**config.mk**
```make
export PLATFORM = sky130hd
export DESIGN_NAME = uart_irq_ctrl
export DESIGN_NICKNAME = d
export VERILOG_FILES = /design/src/rtl/uart_irq_pkg.sv /design/src/rtl/irq_parity_fifo.sv /design/src/rtl/irq_line_flag.sv /design/src/rtl/irq_tx_pending.sv /design/src/rtl/uart_irq_ctrl.sv
export SDC_FILE = /design/constraint.sdc
export NUM_CORES = 1
export LEC_CHECK = 0
export BUFFER_PORTS_ARGS = -buffer_cell sky130_fd_sc_hd__buf_4
export CORE_AREA = 4 4 62 64
export DETAILED_ROUTE_END_ITERATION = 10
export DIE_AREA = 0 0 66 68
export HOLD_SLACK_MARGIN = 0.06
export PLACE_DENSITY_LB_ADDON = 0.12
export SLEW_MARGIN = 20
export SYNTH_ARGS = -nofsm -noshare
export SYNTH_HDL_FRONTEND = slang
export SYNTH_SLANG_ARGS = --single-unit
```
**constraint.sdc**
```tcl
create_clock -name clk -period 4.9 [get_ports clk]
set_input_delay 0.245 -clock clk [delete_from_list [all_inputs] [get_ports clk]]
set_output_delay 0.245 -clock clk [all_outputs]
set_load 0.01 [all_outputs]
```
**src/rtl/uart_irq_pkg.sv**
```systemverilog
package uart_irq_pkg;

  typedef struct packed {
    logic line;
    logic par;
    logic data;
    logic tx;
  } irq_mask_t;

  function automatic logic irq_request(irq_mask_t m, logic f_line, logic f_par,
                                       logic f_data, logic f_tx);
    return (m.line & f_line) | (m.par & f_par) | (m.data & f_data) | (m.tx & f_tx);
  endfunction

  function automatic logic line_flag_next(logic sd, logic sd_prev, logic rx, logic rx_prev,
                                          logic stop_stb, logic stop_val, logic cur);
    logic nxt;
    nxt = cur;
    if (sd) begin
      if (!sd_prev)          nxt = 1'b0;
      else if (rx != rx_prev) nxt = 1'b1;
    end else begin
      if (sd_prev)           nxt = 1'b0;
      else if (stop_stb)     nxt = ~stop_val;
    end
    return nxt;
  endfunction

endpackage

```
**src/rtl/irq_parity_fifo.sv**
```systemverilog
module irq_parity_fifo #(
  parameter int DEPTH = 8
) (
  input  logic                         clk,
  input  logic                         rst,
  input  logic                         push,
  input  logic                         push_bit,
  input  logic                         pop_req,
  output logic                         not_empty,
  output logic                         oldest_bit,
  output logic [$clog2(DEPTH+1)-1:0]   level
);
  localparam int PTR_W = (DEPTH > 1) ? $clog2(DEPTH) : 1;
  localparam int CNT_W = $clog2(DEPTH+1);
  localparam logic [PTR_W-1:0] LAST_PTR = PTR_W'(DEPTH - 1);
  localparam logic [CNT_W-1:0] FULL_CNT = CNT_W'(DEPTH);

  function automatic logic [PTR_W-1:0] ptr_inc(logic [PTR_W-1:0] p);
    return (p == LAST_PTR) ? '0 : p + 1'b1;
  endfunction

  logic [DEPTH-1:0] cells;
  logic [PTR_W-1:0] wr_ptr, rd_ptr;
  logic [CNT_W-1:0] count;
  logic             pop_ok, push_ok;

  assign pop_ok  = pop_req && (count != '0);
  assign push_ok = push && ((count != FULL_CNT) || pop_ok);

  for (genvar i = 0; i < DEPTH; i++) begin : g_cell
    always_ff @(posedge clk) begin
      if (rst)                                   cells[i] <= 1'b0;
      else if (push_ok && (wr_ptr == PTR_W'(i))) cells[i] <= push_bit;
    end
  end

  always_ff @(posedge clk) begin
    if (rst) begin
      wr_ptr <= '0;
      rd_ptr <= '0;
      count  <= '0;
    end else begin
      if (push_ok) wr_ptr <= ptr_inc(wr_ptr);
      if (pop_ok)  rd_ptr <= ptr_inc(rd_ptr);
      case ({push_ok, pop_ok})
        2'b10:   count <= count + 1'b1;
        2'b01:   count <= count - 1'b1;
        default: count <= count;
      endcase
    end
  end

  assign not_empty  = (count != '0);
  assign oldest_bit = cells[rd_ptr];
  assign level      = count;
endmodule

```
**src/rtl/irq_line_flag.sv**
```systemverilog
module irq_line_flag
  import uart_irq_pkg::*;
(
  input  logic clk,
  input  logic rst,
  input  logic shutdown,
  input  logic rx_line,
  input  logic stop_strobe,
  input  logic stop_bit,
  output logic flag,
  output logic rx_activity,
  output logic frame_bad
);
  logic sd_q, rx_q;

  assign rx_activity = shutdown && sd_q && (rx_line != rx_q);
  assign frame_bad   = !shutdown && !sd_q && stop_strobe && !stop_bit;

  always_ff @(posedge clk) begin
    if (rst) begin
      sd_q <= 1'b0;
      rx_q <= 1'b1;
      flag <= 1'b0;
    end else begin
      sd_q <= shutdown;
      rx_q <= rx_line;
      flag <= line_flag_next(shutdown, sd_q, rx_line, rx_q, stop_strobe, stop_bit, flag);
    end
  end
endmodule

```
**src/rtl/irq_tx_pending.sv**
```systemverilog
module irq_tx_pending (
  input  logic clk,
  input  logic rst,
  input  logic tx_empty,
  input  logic clear,
  output logic pending,
  output logic ready,
  output logic empty_rise
);
  assign empty_rise = tx_empty && !ready;

  always_ff @(posedge clk) begin
    if (rst) begin
      ready   <= 1'b0;
      pending <= 1'b0;
    end else begin
      ready <= tx_empty;
      if (empty_rise) pending <= 1'b1;
      else if (clear) pending <= 1'b0;
    end
  end
endmodule

```
**src/rtl/uart_irq_ctrl.sv**
```systemverilog
module uart_irq_ctrl
  import uart_irq_pkg::*;
#(
  parameter int FIFO_DEPTH = 8
) (
  input  logic       clk,
  input  logic       rst,
  input  logic       parity_en,
  input  logic       rx_push,
  input  logic       rx_par,
  input  logic       rd_strobe,
  input  logic       shutdown,
  input  logic       rx_line,
  input  logic       stop_strobe,
  input  logic       stop_bit,
  input  logic       tx_empty,
  input  logic [3:0] mask_cfg,
  output logic       irq_n,
  output logic       flag_par,
  output logic       flag_data,
  output logic       flag_line,
  output logic       flag_txrdy
);
  localparam int LVL_W = $clog2(FIFO_DEPTH + 1);

  logic             oldest_par;
  logic [LVL_W-1:0] fifo_level;
  logic             tx_pend;
  logic             tx_rise;
  logic             rx_activity;
  logic             frame_bad;
  logic             irq_any;
  irq_mask_t        mask;

  assign mask = irq_mask_t'(mask_cfg);

  irq_parity_fifo #(.DEPTH(FIFO_DEPTH)) u_fifo (
    .clk        (clk),
    .rst        (rst),
    .push       (rx_push),
    .push_bit   (rx_par),
    .pop_req    (rd_strobe),
    .not_empty  (flag_data),
    .oldest_bit (oldest_par),
    .level      (fifo_level)
  );

  irq_line_flag u_line (
    .clk         (clk),
    .rst         (rst),
    .shutdown    (shutdown),
    .rx_line     (rx_line),
    .stop_strobe (stop_strobe),
    .stop_bit    (stop_bit),
    .flag        (flag_line),
    .rx_activity (rx_activity),
    .frame_bad   (frame_bad)
  );

  irq_tx_pending u_tx (
    .clk        (clk),
    .rst        (rst),
    .tx_empty   (tx_empty),
    .clear      (rd_strobe),
    .pending    (tx_pend),
    .ready      (flag_txrdy),
    .empty_rise (tx_rise)
  );

  assign flag_par = parity_en && flag_data && oldest_par;
  assign irq_any  = irq_request(mask, flag_line, flag_par, flag_data, tx_pend);

  always_ff @(posedge clk) begin
    if (rst) irq_n <= 1'b1;
    else     irq_n <= ~irq_any;
  end
endmodule

```
; Word-level counts from Yosys, hierarchy flattened
; Cells that the tools add are included.
[word_totals]
ff_bits = 24
latchBits = 0
mem_bits_rw = 0
romBits = 0
out_inout_bits = 5
elab_cells = 77
mem_count = 0
[op_classes]
n_addsub = 4
n_mul = 0
div = 0
order_cmp = 1
eq_ne = 13
n_shift = 0
n_mux = 12
bitwise_logic = 9
n_reduce_logical = 21
[op_table]
columns = op, count
row1 = $eq 3x3->1 const B, 5
row2 = $logic_and 1x1->1, 13
row3 = $mux 1, 8
row4 = $pmux 4 s2, 1
row5 = $add 3x1->3 const B, 2
row6 = $eq 3x2->1 const B, 2
row7 = $mux 3, 2
row8 = $add 4x1->4 const B, 1
row9 = $and 1x1->1, 4
row10 = $lt 3x4->1 const B, 1
row11 = $ne 4x4->1 const B, 1
row12 = $reduce_bool 2->1, 2
row13 = $reduce_bool 4->1, 1
row14 = $sub 4x1->4 const B, 1
row15 = $bmux 1 s3, 1
row16 = $eq 3x1->1 const B, 1
row17 = $logic_not 3->1, 1
row18 = $ne 3x3->1 const B, 1
row19 = $or 1x1->1, 3
row20 = $reduce_bool 3->1, 1
row21 = $eq 2x1->1 const B, 1
row22 = $eq 2x2->1 const B, 1
row23 = $not 1->1, 2
row24 = $reduce_and 2->1, 1
row25 = 3 further kinds, 3

; Depth between registers and ports, before layout
[depth]
depth_word = 8
ltp_mapped = 12
mapped_depth_nobuf = 10

; Cells and area by module
; From an unflattened synthesis, not the netlist that was laid out.
[hier_totals]
hier_cells = 135
area_unflattened_um2 = 1325.0
[modules_own_cells]
columns = module, n_inst, cells_per_inst, area_per_inst_um2
row1 = irq_parity_fifo, 1, 110, 1071.0
row2 = irq_line_flag, 1, 14, 127.6
row3 = irq_tx_pending, 1, 6, 76.3
row4 = uart_irq_ctrl, 1, 5, 50.0

; Least setup slack after synthesis
; No wires, ideal clock.
[synth_timing]
kind = flip-flop to flip-flop
startpoint = register u_fifo.count[1] (netlist: u_fifo.level[1])
endpoint = register u_fifo.count[3] (netlist: u_fifo.level[3])
setup_ps = 121
arrival_time_ps = 2437
slack_ps = 2343
stages_incl_launch_ff = 12
period_less_slack_ps = 2557
cell_sequence = dfxtp_1 > buf_6 > or4_4 > buf_6 > nand2_1 > inv_1 > ha_1 > clkbuf_1 > nor4b_1 > o21ai_0 > o31ai_1 > mux2_2
[synth_between]
elab_chain_len = 6
elab_cells_between_ends = 11
cone_classes = add/sub (2) / eq/ne (3) / mux (1) / reduce/logical (5)
[synth_rtl]
columns = element, line
row1 = "start, declared", irq_parity_fifo.sv:24  ; logic [CNT_W-1:0] count;
row2 = "start signal, assigned", irq_parity_fifo.sv:46  ; 2'b10: count <= count + 1'b1;
row3 = "start signal, assigned", irq_parity_fifo.sv:47  ; 2'b01: count <= count - 1'b1;
row4 = "start signal, assigned", irq_parity_fifo.sv:48  ; default: count <= count;
row5 = $reduce_bool 4->1 (*), n/a
row6 = named net flag_data, uart_irq_ctrl.sv:20  ; output logic flag_data,
row7 = $logic_and 1x1->1 (*), irq_parity_fifo.sv:27  ; assign pop_ok = pop_req && (count != '0);
row8 = named net u_fifo.pop_ok, irq_parity_fifo.sv:25  ; logic pop_ok, push_ok;
row9 = $logic_or 1x1->1, irq_parity_fifo.sv:28  ; assign push_ok = push && ((count != FULL_CNT) || pop_ok);
row10 = $logic_and 1x1->1, irq_parity_fifo.sv:28
row11 = $eq 2x1->1 or $eq 2x2->1 (tied branches), irq_parity_fifo.sv:45  ; case ({push_ok, pop_ok})
row12 = $pmux 4 s2 or $reduce_bool 2->1 (tied branches), n/a
; The timed path passes the listed nets; every way through them passes the cells marked *.
; A chain may end at the register's enable or synchronous reset.

; Worst setup path after layout
[layout_timing]
startpoint = register u_fifo.count[1] (netlist: u_fifo.level[1])
endpoint = register u_fifo.count[2] (netlist: u_fifo.level[2])
[layout_between]
elab_chain_len = 6
elab_cells_between_ends = 11
cone_classes = add/sub (2) / eq/ne (3) / mux (1) / reduce/logical (5)
[layout_rtl]
columns = element, line
row1 = $reduce_bool 4->1, irq_parity_fifo.sv:27
row2 = $logic_and 1x1->1, irq_parity_fifo.sv:27
row3 = $logic_or 1x1->1, irq_parity_fifo.sv:28
row4 = $logic_and 1x1->1, irq_parity_fifo.sv:28
row5 = $eq 2x1->1 or $eq 2x2->1 (tied branches), irq_parity_fifo.sv:45
row6 = $pmux 4 s2 or $reduce_bool 2->1 (tied branches), n/a
; Several ways; a longest one is shown, not always the timed one.

==> impl_metrics.prom <==
# TYPE chip_impl_metric gauge
chip_impl_metric{name="slew_viols_final",unit=""} 0
chip_impl_info{name="worstHoldPathType",value="primary input to flip-flop"} 1
chip_impl_metric{name="fin_crit_sh",unit="%"} 54.1
chip_impl_metric{name="synth_seq_area_share",unit="%"} 37.3
chip_impl_metric{name="worst_ep_required_time",unit="ns"} 5.16
chip_impl_metric{name="net_count_synth",unit=""} 178
chip_impl_metric{name="die_width",unit="µm"} 66
chip_impl_metric{name="maxSlewHeadroom",unit="%"} 66.4
chip_impl_metric{name="start_util",unit="%"} 39.2
chip_impl_metric{name="maxCapViolations",unit=""} 0
chip_impl_metric{name="post_cts_resize_count",unit=""} 0
chip_impl_metric{name="detailedPlacementHpwl",unit="µm"} 1950
chip_impl_metric{name="finalNonFillerCells",unit=""} 210
chip_impl_metric{name="max_slew.worst_pin.slew",unit="ns"} 0.504
chip_impl_metric{name="maximum_number_of_pins_on_one_net_before_global_route_repair",unit=""} 27
chip_impl_metric{name="die_h",unit="µm"} 68
chip_impl_metric{name="synth_top_area_share",unit="%"} 37.3
chip_impl_metric{name="vdd_ir_drop_max",unit="mV"} 0.154
chip_impl_metric{name="timing.final.hold_violations",unit=""} 0
chip_impl_metric{name="first_global_vias",unit=""} 1063
chip_impl_metric{name="detail_route.drc_violations",unit=""} 0
chip_impl_metric{name="ys_ff_latch",unit=""} 24
chip_impl_metric{name="power_density",unit="nW/µm²"} 413
chip_impl_metric{name="clk_path_buf_depth",unit=""} 2
chip_impl_metric{name="worst_clock_skew",unit="ns"} 0.0110
chip_impl_metric{name="antennaDiodeCount",unit=""} 0
chip_impl_metric{name="worst_hold_path.num_cells",unit=""} 2
chip_impl_metric{name="cts-hold-fix-buffers",unit=""} 0
chip_impl_metric{name="vias",unit=""} 1055
chip_impl_metric{name="reg2regPathDepth",unit=""} 9
chip_impl_metric{name="wire_per_inst",unit="µm"} 12.5
chip_impl_metric{name="routed_wl",unit="µm"} 2630
chip_impl_metric{name="total_die_area",unit="µm²"} 4490
chip_impl_metric{name="ant_nets",unit=""} 0
chip_impl_metric{name="synth_cell_type_count",unit=""} 34
chip_impl_metric{name="final_layout_size_suffix_gt1_share",unit="%"} 16.5
chip_impl_metric{name="period_needed",unit="ns"} 2.65
chip_impl_metric{name="area_delta_synth_final",unit="%"} 15.1
chip_impl_info{name="cts_root_buf",value="clkbuf_4"} 1
chip_impl_metric{name="antenna_found_initial",unit=""} 0
chip_impl_metric{name="design.final.nets",unit=""} 191
chip_impl_info{name="run_status",value="finished, final reports clean"} 1
chip_impl_metric{name="post-route-util",unit="%"} 45.2
chip_impl_metric{name="clkLatencyLatePin",unit="ns"} 0.32
chip_impl_metric{name="crit_arrival",unit="ns"} 2.90
chip_impl_metric{name="io_pins",unit=""} 20
chip_impl_metric{name="leakage",unit="nW"} 0.586
chip_impl_info{name="tritoncts_clock_tree",value="yes"} 1
chip_impl_metric{name="grt_use_total",unit="%"} 13.3
chip_impl_metric{name="netlist_area",unit="µm²"} 1290
chip_impl_info{name="category_of_the_worst_setup_path_launch_point",value="flip-flop"} 1
chip_impl_metric{name="syn_inst",unit=""} 152
chip_impl_info{name="mostFrequentLayoutCell",value="dfxtp_1"} 1
chip_impl_metric{name="crit_path_max_fanout",unit=""} 13
chip_impl_metric{name="post_synth.cell_area_avg",unit="µm²"} 8.48
chip_impl_info{name="synth_top_cells_by_area",value="dfxtp_1 (37%), ha_1 (11%), a21oi_1 (7.0%), nand2_1 (4.7%), mux2i_1 (3.9%)"} 1
chip_impl_metric{name="fp-row-count",unit=""} 21
chip_impl_metric{name="via_per_inst",unit=""} 5.02
chip_impl_metric{name="finalWeightedCongestion",unit=""} 0.760
chip_impl_metric{name="cts.sink_count",unit=""} 24
chip_impl_metric{name="max_clock_freq",unit="GHz"} 0.377
chip_impl_metric{name="timing.setup.tns",unit="ns"} 0
chip_impl_metric{name="fp.coreArea",unit="µm²"} 3280
chip_impl_metric{name="grt_first_pass_wirelength",unit="µm"} 4660
chip_impl_metric{name="ys_warn_count",unit=""} 0
chip_impl_info{name="crit_type",value="flip-flop to flip-flop"} 1
chip_impl_metric{name="number_of_buffers_inserted_during_clock_tree_synthesis",unit=""} 3
chip_impl_metric{name="setup-violations-final",unit=""} 0
chip_impl_info{name="top_library_cells_by_usage_in_the_layout_fill_and_taps_aside",value="dfxtp_1 (24), buf_4 (19), a21oi_1 (18)"} 1
chip_impl_metric{name="cts_setup_buffers",unit=""} 0
chip_impl_info{name="timing.critical_path.to_type",value="flip-flop"} 1
chip_impl_info{name="synth_area_leader_cell",value="dfxtp_1"} 1
chip_impl_metric{name="drt-pass1-iter-count",unit=""} 4
chip_impl_metric{name="portBuffers",unit=""} 19
chip_impl_metric{name="finalPower",unit="W"} 0.000613
chip_impl_metric{name="cts-htree-levels",unit=""} 1
chip_impl_metric{name="grt_overflow_total",unit=""} 0
chip_impl_metric{name="drt_iter0_markers",unit=""} 62
chip_impl_metric{name="dp.cells",unit=""} 206
chip_impl_metric{name="clk_pin_slew_worst_paths",unit="ns"} 0.14
chip_impl_info{name="rsz0062_at_grt",value="no"} 1
## state kept, by name, summed over array words and instances (netlist names)
register       cells
irq_n              1
u_fifo.wr_ptr      3
u_tx.ready         1
u_fifo.cells       8
u_fifo.level       4
u_fifo.rd_ptr      3
u_tx.pending       1
u_line.rx_q        1
u_line.flag        1
u_line.sd_q        1
## cell families (layout without fill, tap and decap cells)
family	Yosys count	after routing	synth area share (%)
buffers and inverters	18	30	6.50
AO/OA/AOI/OAI	35	35	15.2
multiplexers	6	6	4.76
AND/OR/NAND/NOR	54	54	22.8
XOR/XNOR	4	4	2.72
adder cells (fa/ha/maj)	11	11	10.7
flip-flops	24	24	37.3
## worst max-delay path, stage by stage, from the launching register on
cell,delay (ns)
dfxtp_1,0.48
o41a_1,0.52
inv_2,0.21
ha_1,0.32
xor2_1,0.17
ha_1,0.18
a21oi_1,0.16
xor2_1,0.09
or3_1,0.31
a21oi_1,0.14
## worst paths after layout
path / to / slack (ns) / from
setup / recovery: u_fifo.level[2] / 2.25 / u_fifo.level[1]
hold reg to reg: u_fifo.cells[2] / 0.49 / u_fifo.cells[2]
hold / removal: u_line.rx_q / 0.13 / rx_line
setup reg to reg: u_fifo.level[2] / 2.25 / u_fifo.level[1]
## metal layers
metal	global-route usage [%]	vias to the layer above	routed length, µm
met5	0	-	0
met4	5.08	0	21
met3	3.12	2	160
met2	22.9	20	1180
met1	16.2	473	1270
li1	-	560	-
## metrics by stage
stage / area (µm²) / hold WS (ns) / worst slack (ns)
CTS: 1480 / 0.123 / 2.26
floorplan: 1290 / 0.352 / 2.34
global route: 1480 / 0.124 / 2.02
detailed placement: 1430 / 0.461 / 2.28
global placement: 1430 / 0.452 / 2.28
finish: 1480 / 0.131 / 2.25
## synthesized netlist by cell type
cell type / instances
o41a_1: 1
nor4b_1: 2
nor4bb_1: 1
a211oi_1: 1
xor2_1: 4
nand4b_1: 1
a21oi_1: 18
or3_1: 2
buf_6: 2
nand2_1: 16
ha_1: 11
or2_2: 1
clkbuf_1: 7
inv_1: 6
nand3b_1: 2
o32a_1: 1
mux2i_1: 5
inv_2: 1
nor2b_1: 4
nand3_1: 5
buf_1: 1
dfxtp_1: 24
a222oi_1: 1
o31ai_1: 1
o21ai_0: 5
buf_2: 1
or4_4: 1
and2_1: 1
nor2_1: 6
mux2_2: 1
nand2b_1: 4
nand4_1: 7
nor3_1: 1
o21ai_1: 7
## where the power goes
| group | leakage, nW | switching [W] | total (W) | internal, W |
|---|---|---|---|---|
| Clock | 0.0279 | 0.0000640 | 0.000147 | 0.0000826 |
| Sequential | 0.196 | 0.0000355 | 0.000258 | 0.000222 |
| Combinational | 0.362 | 0.000108 | 0.000209 | 0.000101 |
| Total | 0.586 | 0.000207 | 0.000613 | 0.000406 |
## area by class of cell
class                           count  area (µm²)
Fill cell                         324        1800
Tap cell                           46        57.6
Clock buffer                        3        22.5
Sequential cell                    24         480
Clock inverter                      1        30.0
Timing Repair Buffer               19         143
Multi-Input combinational cell    110         724
Inverter                            7        26.3
(Power assumes the default switching activity.)
